==> src/rtl/fact_pkg.sv <==
package fact_pkg;

    localparam int NUM_REGS = 4;
    localparam int SEL_W    = $clog2(NUM_REGS);

    // register roles used by the sequencer
    localparam logic [SEL_W-1:0] IDX_CNT  = 2'd0;
    localparam logic [SEL_W-1:0] IDX_ACC  = 2'd1;
    localparam logic [SEL_W-1:0] IDX_ONE  = 2'd2;
    localparam logic [SEL_W-1:0] IDX_NULL = 2'd3;

    typedef enum logic [2:0] {
        OP_ADD = 3'd0,
        OP_SUB = 3'd1,
        OP_MUL = 3'd2,
        OP_AND = 3'd3,
        OP_OR  = 3'd4,
        OP_XOR = 3'd5
    } alu_op_e;

    typedef enum logic [2:0] {
        ST_IDLE,
        ST_MUL,
        ST_DEC,
        ST_TEST,
        ST_DONE
    } seq_st_e;

    typedef struct packed {
        logic [SEL_W-1:0] asel;
        logic [SEL_W-1:0] bsel;
        alu_op_e          op;
        logic             wen;
        logic [SEL_W-1:0] wsel;
    } dp_ctrl_t;

endpackage

==> src/rtl/fact_alu.sv <==
module fact_alu
    import fact_pkg::*;
#(
    parameter int DATA_W = 32
) (
    input  logic [DATA_W-1:0] a_i,
    input  logic [DATA_W-1:0] b_i,
    input  alu_op_e           op_i,
    output logic [DATA_W-1:0] y_o,
    output logic              zero_o
);

    logic [2*DATA_W-1:0] prod_full;

    always_comb begin
        prod_full = a_i * b_i;
        unique case (op_i)
            OP_ADD:  y_o = a_i + b_i;
            OP_SUB:  y_o = a_i - b_i;
            OP_MUL:  y_o = prod_full[DATA_W-1:0];
            OP_AND:  y_o = a_i & b_i;
            OP_OR:   y_o = a_i | b_i;
            OP_XOR:  y_o = a_i ^ b_i;
            default: y_o = '0;
        endcase
        zero_o = (y_o == '0);
    end

endmodule

==> src/rtl/fact_regfile.sv <==
module fact_regfile
    import fact_pkg::*;
#(
    parameter int DATA_W = 32
) (
    input  logic                               clk,
    input  logic                               rst_n,
    input  logic                               preset_i,
    input  logic [NUM_REGS-1:0][DATA_W-1:0]    preset_val_i,
    input  logic                               wen_i,
    input  logic [SEL_W-1:0]                   wsel_i,
    input  logic [DATA_W-1:0]                  wdata_i,
    output logic [NUM_REGS-1:0][DATA_W-1:0]    regs_o
);

    logic [NUM_REGS-1:0][DATA_W-1:0] r_d, r_q;
    logic [NUM_REGS-1:0]             ld_en;

    for (genvar gi = 0; gi < NUM_REGS; gi++) begin : g_reg
        assign ld_en[gi] = wen_i && (wsel_i == SEL_W'(gi));

        always_comb begin
            if (preset_i)         r_d[gi] = preset_val_i[gi];
            else if (ld_en[gi])   r_d[gi] = wdata_i;
            else                  r_d[gi] = r_q[gi];
        end

        always_ff @(posedge clk or negedge rst_n) begin
            if (!rst_n) r_q[gi] <= '0;
            else        r_q[gi] <= r_d[gi];
        end
    end

    assign regs_o = r_q;

endmodule

==> src/rtl/fact_seq.sv <==
module fact_seq
    import fact_pkg::*;
(
    input  logic     clk,
    input  logic     rst_n,
    input  logic     load_i,
    input  logic     zero_i,
    output dp_ctrl_t ctrl_o,
    output logic     done_o
);

    typedef struct packed {
        seq_st_e st;
    } seq_regs_t;

    seq_regs_t s_d, s_q;

    always_comb begin
        s_d           = s_q;
        ctrl_o.asel   = IDX_CNT;
        ctrl_o.bsel   = IDX_NULL;
        ctrl_o.op     = OP_SUB;
        ctrl_o.wen    = 1'b0;
        ctrl_o.wsel   = IDX_CNT;

        unique case (s_q.st)
            ST_MUL: begin
                ctrl_o.asel = IDX_ACC;
                ctrl_o.bsel = IDX_CNT;
                ctrl_o.op   = OP_MUL;
                ctrl_o.wen  = 1'b1;
                ctrl_o.wsel = IDX_ACC;
                s_d.st      = ST_DEC;
            end
            ST_DEC: begin
                ctrl_o.asel = IDX_CNT;
                ctrl_o.bsel = IDX_ONE;
                ctrl_o.op   = OP_SUB;
                ctrl_o.wen  = 1'b1;
                ctrl_o.wsel = IDX_CNT;
                s_d.st      = ST_TEST;
            end
            ST_TEST: begin
                // counter minus zero register, no write-back
                s_d.st = zero_i ? ST_DONE : ST_MUL;
            end
            default: ;
        endcase

        if (load_i) begin
            ctrl_o.wen = 1'b0;
            s_d.st     = ST_MUL;
        end
    end

    always_ff @(posedge clk or negedge rst_n) begin
        if (!rst_n) s_q <= '{st: ST_IDLE};
        else        s_q <= s_d;
    end

    assign done_o = (s_q.st == ST_DONE);

endmodule

==> src/rtl/fact_dp_top.sv <==
module fact_dp_top
    import fact_pkg::*;
#(
    parameter int DATA_W = 32
) (
    input  logic                         clk,
    input  logic                         rst_n,
    input  logic                         load_i,
    input  logic [DATA_W-1:0]            n_i,
    output logic                         done_o,
    output logic                         zero_o,
    output logic [DATA_W-1:0]            result_o,
    output logic [NUM_REGS*DATA_W-1:0]   regs_o
);

    dp_ctrl_t                        ctrl;
    logic [NUM_REGS-1:0][DATA_W-1:0] regs;
    logic [NUM_REGS-1:0][DATA_W-1:0] preset_val;
    logic [DATA_W-1:0]               opa, opb, alu_y;
    logic                            alu_z;

    always_comb begin
        preset_val          = '0;
        preset_val[IDX_CNT] = n_i;
        preset_val[IDX_ACC] = DATA_W'(1);
        preset_val[IDX_ONE] = DATA_W'(1);
    end

    assign opa = regs[ctrl.asel];
    assign opb = regs[ctrl.bsel];

    fact_alu #(.DATA_W(DATA_W)) u_alu (
        .a_i    (opa),
        .b_i    (opb),
        .op_i   (ctrl.op),
        .y_o    (alu_y),
        .zero_o (alu_z)
    );

    fact_regfile #(.DATA_W(DATA_W)) u_rf (
        .clk          (clk),
        .rst_n        (rst_n),
        .preset_i     (load_i),
        .preset_val_i (preset_val),
        .wen_i        (ctrl.wen),
        .wsel_i       (ctrl.wsel),
        .wdata_i      (alu_y),
        .regs_o       (regs)
    );

    fact_seq u_seq (
        .clk    (clk),
        .rst_n  (rst_n),
        .load_i (load_i),
        .zero_i (alu_z),
        .ctrl_o (ctrl),
        .done_o (done_o)
    );

    assign zero_o   = alu_z;
    assign result_o = regs[IDX_ACC];
    assign regs_o   = regs;

endmodule

==> config.mk <==
export PLATFORM = sky130hd
export DESIGN_NAME = fact_dp_top
export DESIGN_NICKNAME = d
export VERILOG_FILES = /design/src/rtl/fact_pkg.sv /design/src/rtl/fact_alu.sv /design/src/rtl/fact_regfile.sv /design/src/rtl/fact_seq.sv /design/src/rtl/fact_dp_top.sv
export SDC_FILE = /design/constraint.sdc
export NUM_CORES = 2
export LEC_CHECK = 0
export ABC_AREA = 1
export CELL_PAD_IN_SITES_DETAIL_PLACEMENT = 0
export CELL_PAD_IN_SITES_GLOBAL_PLACEMENT = 2
export CORE_ASPECT_RATIO = 0.75
export CORE_UTILIZATION = 38
export CTS_CLUSTER_DIAMETER = 40
export CTS_CLUSTER_SIZE = 25
export DETAILED_ROUTE_END_ITERATION = 6
export DONT_BUFFER_PORTS = 1
export GPL_TIMING_DRIVEN = 0
export PLACE_DENSITY = 0.9
export RECOVER_POWER = 25
export SYNTH_ARGS = -nofsm -noshare
export SYNTH_HDL_FRONTEND = slang
export SYNTH_HIERARCHICAL = 1
export SYNTH_SLANG_ARGS = --single-unit
==> constraint.sdc <==
create_clock -name clk -period 8.9 [get_ports clk]
set_input_delay 0 -clock clk [delete_from_list [all_inputs] [get_ports clk]]
set_output_delay 0 -clock clk [all_outputs]
set_load 0.01 [all_outputs]
Yosys cells after proc, flatten, opt, wreduce, memory -nomap -nowiden. Cells that the tools add are included. Widths: inputs -> output; s select.

Register bits: 131. Bits in latches: 0. Bits in writable memories: 0. Memory bits (read-only): 0. Input bits: 35. Output and inout bits: 162. Logic and storage cells: 55. Memories: 0.

Add/subtract/negate cells: 2. $mul: 1. Div/mod/pow operators: 0. $lt $le $gt $ge: 2. Equality and inequality tests: 12. Shift operators: 0. Mux-type cells: 18. Bitwise operators: 3. Reductions and logical operators: 12.

Operator list (number): $mux 32 (10); $pmux 32 s6 (1); $bmux 32 s2 (2); $add 32x32->32 (1); $and 32x32->32 (1); $logic_not 32->1 (1); $mul 32x32->32 (1); $or 32x32->32 (1); $sub 32x32->32 (1); $xor 32x32->32 (1); $pmux 9 s2 (1); $eq 3x2->1 const B (4); $eq 3x3->1 const B (3); $pmux 3 s3 (1); $reduce_bool 2->1 (4); $eq 3x1->1 const B (2); $lt 2x3->1 const B (2); $mux 3 (2); $eq 2x2->1 const B (2); $logic_and 1x1->1 (4); $reduce_bool 4->1 (1); $logic_not 3->1 (1); $eq 2x1->1 const B (1); $logic_not 2->1 (1); $mux 1 (1).

Depth between registers and ports, before layout.
Depth after elaboration: 10. Mapped depth: 49. Gate-level depth less buffers: 46.

Hierarchy. Netlist, hierarchy kept.

Modules (own cells, without submodules): fact_alu (instances 1, cells each 3042, area each 21444.3 um2, sequential area each 0.0 um2); fact_regfile (instances 1, cells each 868, area each 6184.7 um2, sequential area each 3203.1 um2); fact_dp_top (instances 1, cells each 654, area each 2892.8 um2, sequential area each 0.0 um2); fact_seq (instances 1, cells each 32, area each 221.5 um2, sequential area each 75.1 um2).

Worst setup path before layout. OpenSTA, ideal clock, no wires.

Path type: register to register. Start: reg u_seq/s_q[1] (netlist bit). End: reg u_seq/s_q[0] (netlist bit). Library setup time: 117 ps. Data arrival time: 8140 ps. Setup slack: 642 ps. Cell stages (with the launch flop): 43. Buffers on the path: 4. Period minus slack after synthesis: 8258 ps. Cell sequence: dfrtp_1 > inv_1 > nand3_2 > inv_1 > buf_4 > inv_2 > buf_2 > nand2_1 > nand3_1 > nand2_1 > clkbuf_1 > clkbuf_1 > nand2_1 > inv_1 > fa_1 > fa_1 > fa_1 > inv_1 > [7 not listed] > fa_1 > ha_1 > a21oi_1 > o21ai_0 > a31oi_1 > nand3_1 > a21o_1 > nand2_1 > nand2_1 > or2_1 > nand3_1 > nand2_1 > nor2_1 > nand4_1 > nor2_1 > nor2_1 > nor2_1 > nand2_1.

RTL lines: start, declared (RTL line fact_seq.sv:16) `seq_regs_t s_d, s_q;`; start signal, assigned (RTL line fact_seq.sv:57) `if (!rst_n) s_q <= '{st: ST_IDLE};`.

==> results.yml <==
critical_path:
  startpoint_type: "flop"
  cp.arrival_ns: 8.99
  crit_path_end_kind: "output pin"
  crit_top_cell: "fa_1"
  worstPathRequired_ns: 8.90
  critPathSlowestCell: "fa_2"
  slowest_delay_ns: 0.58
  cp_max_fo: 8
  crit_type: "reg -> out"
timing:
  setup_viol: 1
  hold_viol: 0
  max_freq_mhz: 111
  slew_viol_final: 0
  finClkSkew_ns: 0.0125
  fin_crit_ns: 8.99
  fin_crit_sh_pct: 101
  rsz0062_at_grt: "yes"
  tightest_slew_ns: 1.04
  whs_ns: 0.0403
  maxSlewHeadroom_pct: 30.4
  layout_setup_ws_ns: -0.0895
clock_network:
  clk_pin_slew_worst_paths_ns: 0.06
  cts_buffers: 25
  htreeDepth: 4
  clock-sinks: 131
  cts_tree: "yes"
  clockRootBuffer: "clkbuf_16"
  clock_latency_ns: 0.48
  clock_path_buffers: 3
grt:
  grt_usage_pct: 32.7
  grt_max_degree: 132
  grt_pass1_vias: 28800
  grt_pass1_wl_mm: 195
  busiest_layer: "met1"
  overflow: 0
  antenna_found_initial: 1
  met1_usage_pct: 50.1
  grt_use_met2_pct: 46.3
  gr-usage-met3_pct: 9.00
routing:
  drtIter0Drc: 3314
  routedWlPerCell_um: 22.3
  route.vias.total: 30300
  drt_pass1_iterations: 6
  ant_nets: 0
  vias_per_cell: 5.07
  postRouteWirelength_mm: 133
  drc_errors: 0
synth:
  synthCells: 4596
  synth_top_family_by_area: "adder cells"
  synth_compound_area_share_pct: 3.94
  yosys_warnings: 6
  synthMuxAreaShare_pct: 0
  seq_area_frac_synth_pct: 10.7
  syn_avg_cell_area_um2: 6.69
  synthXorXnorAreaFrac_pct: 2.19
  syn_area_um2: 30700
  ys_types: 60
  synthSimpleGateAreaFrac_pct: 30.5
  synthAdderAreaFrac_pct: 35.5
  ys_seq_elements: 131
status:
  violations: "setup timing"
  outcome: "finished, violations left"
floorplanning:
  die_w_um: 330
  core_um2: 79400
  dieHeight_um: 248
  die-area_um2: 82100
  rows: 89
  num_io_pins: 197
  start_util_pct: 38.7
placement:
  gp_congestion: 1.00
  place_hpwl_mm: 107
  dpl_cell_area_um2: 32400
  port_buffers: 0
layout:
  seq_area_um2: 3280
  multi_input_area_um2: 23900
  fillers: 8177
  drive_gt1_share_pct: 14.8
  final_area_um2: 37600
  area_growth_pct: 22.3
  nets: 5577
job:
  max_cap_viol_count: 0
min_path:
  min_path_type: "in -> async"
cell usage in the layout (no fill, tap or decap), types with 41 or more instances in the layout:
cell	instances
nand2_1	1587
nor2_1	115
inv_1	984
ha_1	198
o21ai_0	41
xor2_1	56
conb_1	99
dfrtp_1	130
clkbuf_16	55
buf_4	203
a21oi_1	53
nand2_2	62
buf_2	51
fa_1	394
nand3_1	324
through the flow:
step / util (%) / TNS (ns) / setup WS [ns] / std cells
2_1_floorplan: - / 0 / 0.642 / 4692
3_3_place_gp: 40.8 / -130.72 / -3.24 / 5738
3_5_place_dp: 40.8 / -130.27 / -3.22 / 5738
4_1_cts: 45.5 / 0 / 0.000868 / 5890
5_1_grt: 47.4 / -0.721 / -0.280 / 5966
6_report: 47.4 / -0.0895 / -0.0895 / 5970
kinds of logic after synthesis:
kind of cell / count (synthesis)
other: 3
adders and majority gates: 628
AOI/OAI and AO/OA: 193
xor gates and xnor gates: 77
and+or+nand+nor: 2278
DFF: 131
buffers and inverters: 1286
what timing repair did:
item                                    4_1_cts  5_1_grt
cloned                                        3        5
pin swaps                                    80      119
hold buffers                                 35        0
hold endpoints to repair                    166        0
setup buffers                                85       75
endpoints found under the setup margin       95       22
resized for setup                           528      227
metal layers:
layer,part of all wire (%),wire [µm],up-vias
met4,1.8,2360,2
met2,40,53100,1273
li1,-,-,14100
met3,12,15700,143
met1,47,62200,14800
met5,0.0097,13,-
worst max-delay path: cells and delay by family (launching register included):
| family | cells | cell delay [ns] |
|---|---|---|
| AOI/OAI and AO/OA | 3 | 0.66 |
| adders and majority gates | 9 | 4.18 |
| buffers and inverters | 10 | 1.27 |
| DFF | 1 | 0.46 |
| and+or+nand+nor | 15 | 1.88 |
sequential cells by signal, summed over array words and instances, names as in the netlist:
register     flops
u_rf/regs_o    128
u_seq/s_q        3
area by class of cell:
type | instances | share of cell area [%]
diodes | 4 | 0.0266
plain buffers | 258 | 7.14
clock buffers | 32 | 1.87
clock inverters | 1 | 0.0133
inverters | 1021 | 10.3
multi-input cells | 3275 | 63.4
flip-flops and latches | 131 | 8.72
well taps | 1046 | 3.48
repair buffers | 202 | 5.03
synthesized netlist by cell type (all sizes together):
master     n  area, µm²
a21oi     76        407
conb       3       11.3
o221ai     1       8.76
nand2b     1       6.26
nand3    365       1880
o221a      1       11.3
xor2      56        490
o31ai      1       12.5
o22ai      1       6.26
a31oi      8       56.3
nor3      20        146
a221oi    21        190
buf      164       1040
xnor2     21        184
inv     1019       3820
and3       1       6.26
nor2     140        546
dfrtp    131       3280
o21ai     61        324
nand4     31        194
o21bai     6       45.0
clkbuf   101        380
a211oi     1       7.51
nand3b    13       97.6
o211a      2       20.0
a21boi     6       63.8
clkinv     2       13.8
o211ai     2       15.0
o21a       1       7.51
a21o       5       37.5
nor4       6       43.8
ha       219       2740
or2       15       93.8
nand2   1686       6370
fa       409       8190
path summary, 6_finish.rpt:
check / from / endpoint / slack [ns] / depth (start not counted)
min in group clk: load_i / u_rf/regs_o[80]$_DFFE_PN0P_ / 0.09 / 5
worst min-delay path: rst_n / u_rf/regs_o[125]$_DFFE_PN0P_ / 0.04 / 2
worst min register to register: u_seq/s_q[1]$_DFFE_PN0P_ / u_seq/s_q[1]$_DFFE_PN0P_ / 0.59 / 2
worst max-delay path: u_seq/s_q[0]$_DFFE_PN0P_ / zero_o / -0.09 / 37
worst max register to register: u_seq/s_q[0]$_DFFE_PN0P_ / u_seq/s_q[0]$_DFFE_PN0P_ / 0.05 / 40
max in group asynchronous: rst_n / u_rf/regs_o[70]$_DFFE_PN0P_ / 8.11 / 2
Power is left out: the tool's default activity adds up to more than one toggle a clock period on the data nets, which glitch-free logic cannot reach.
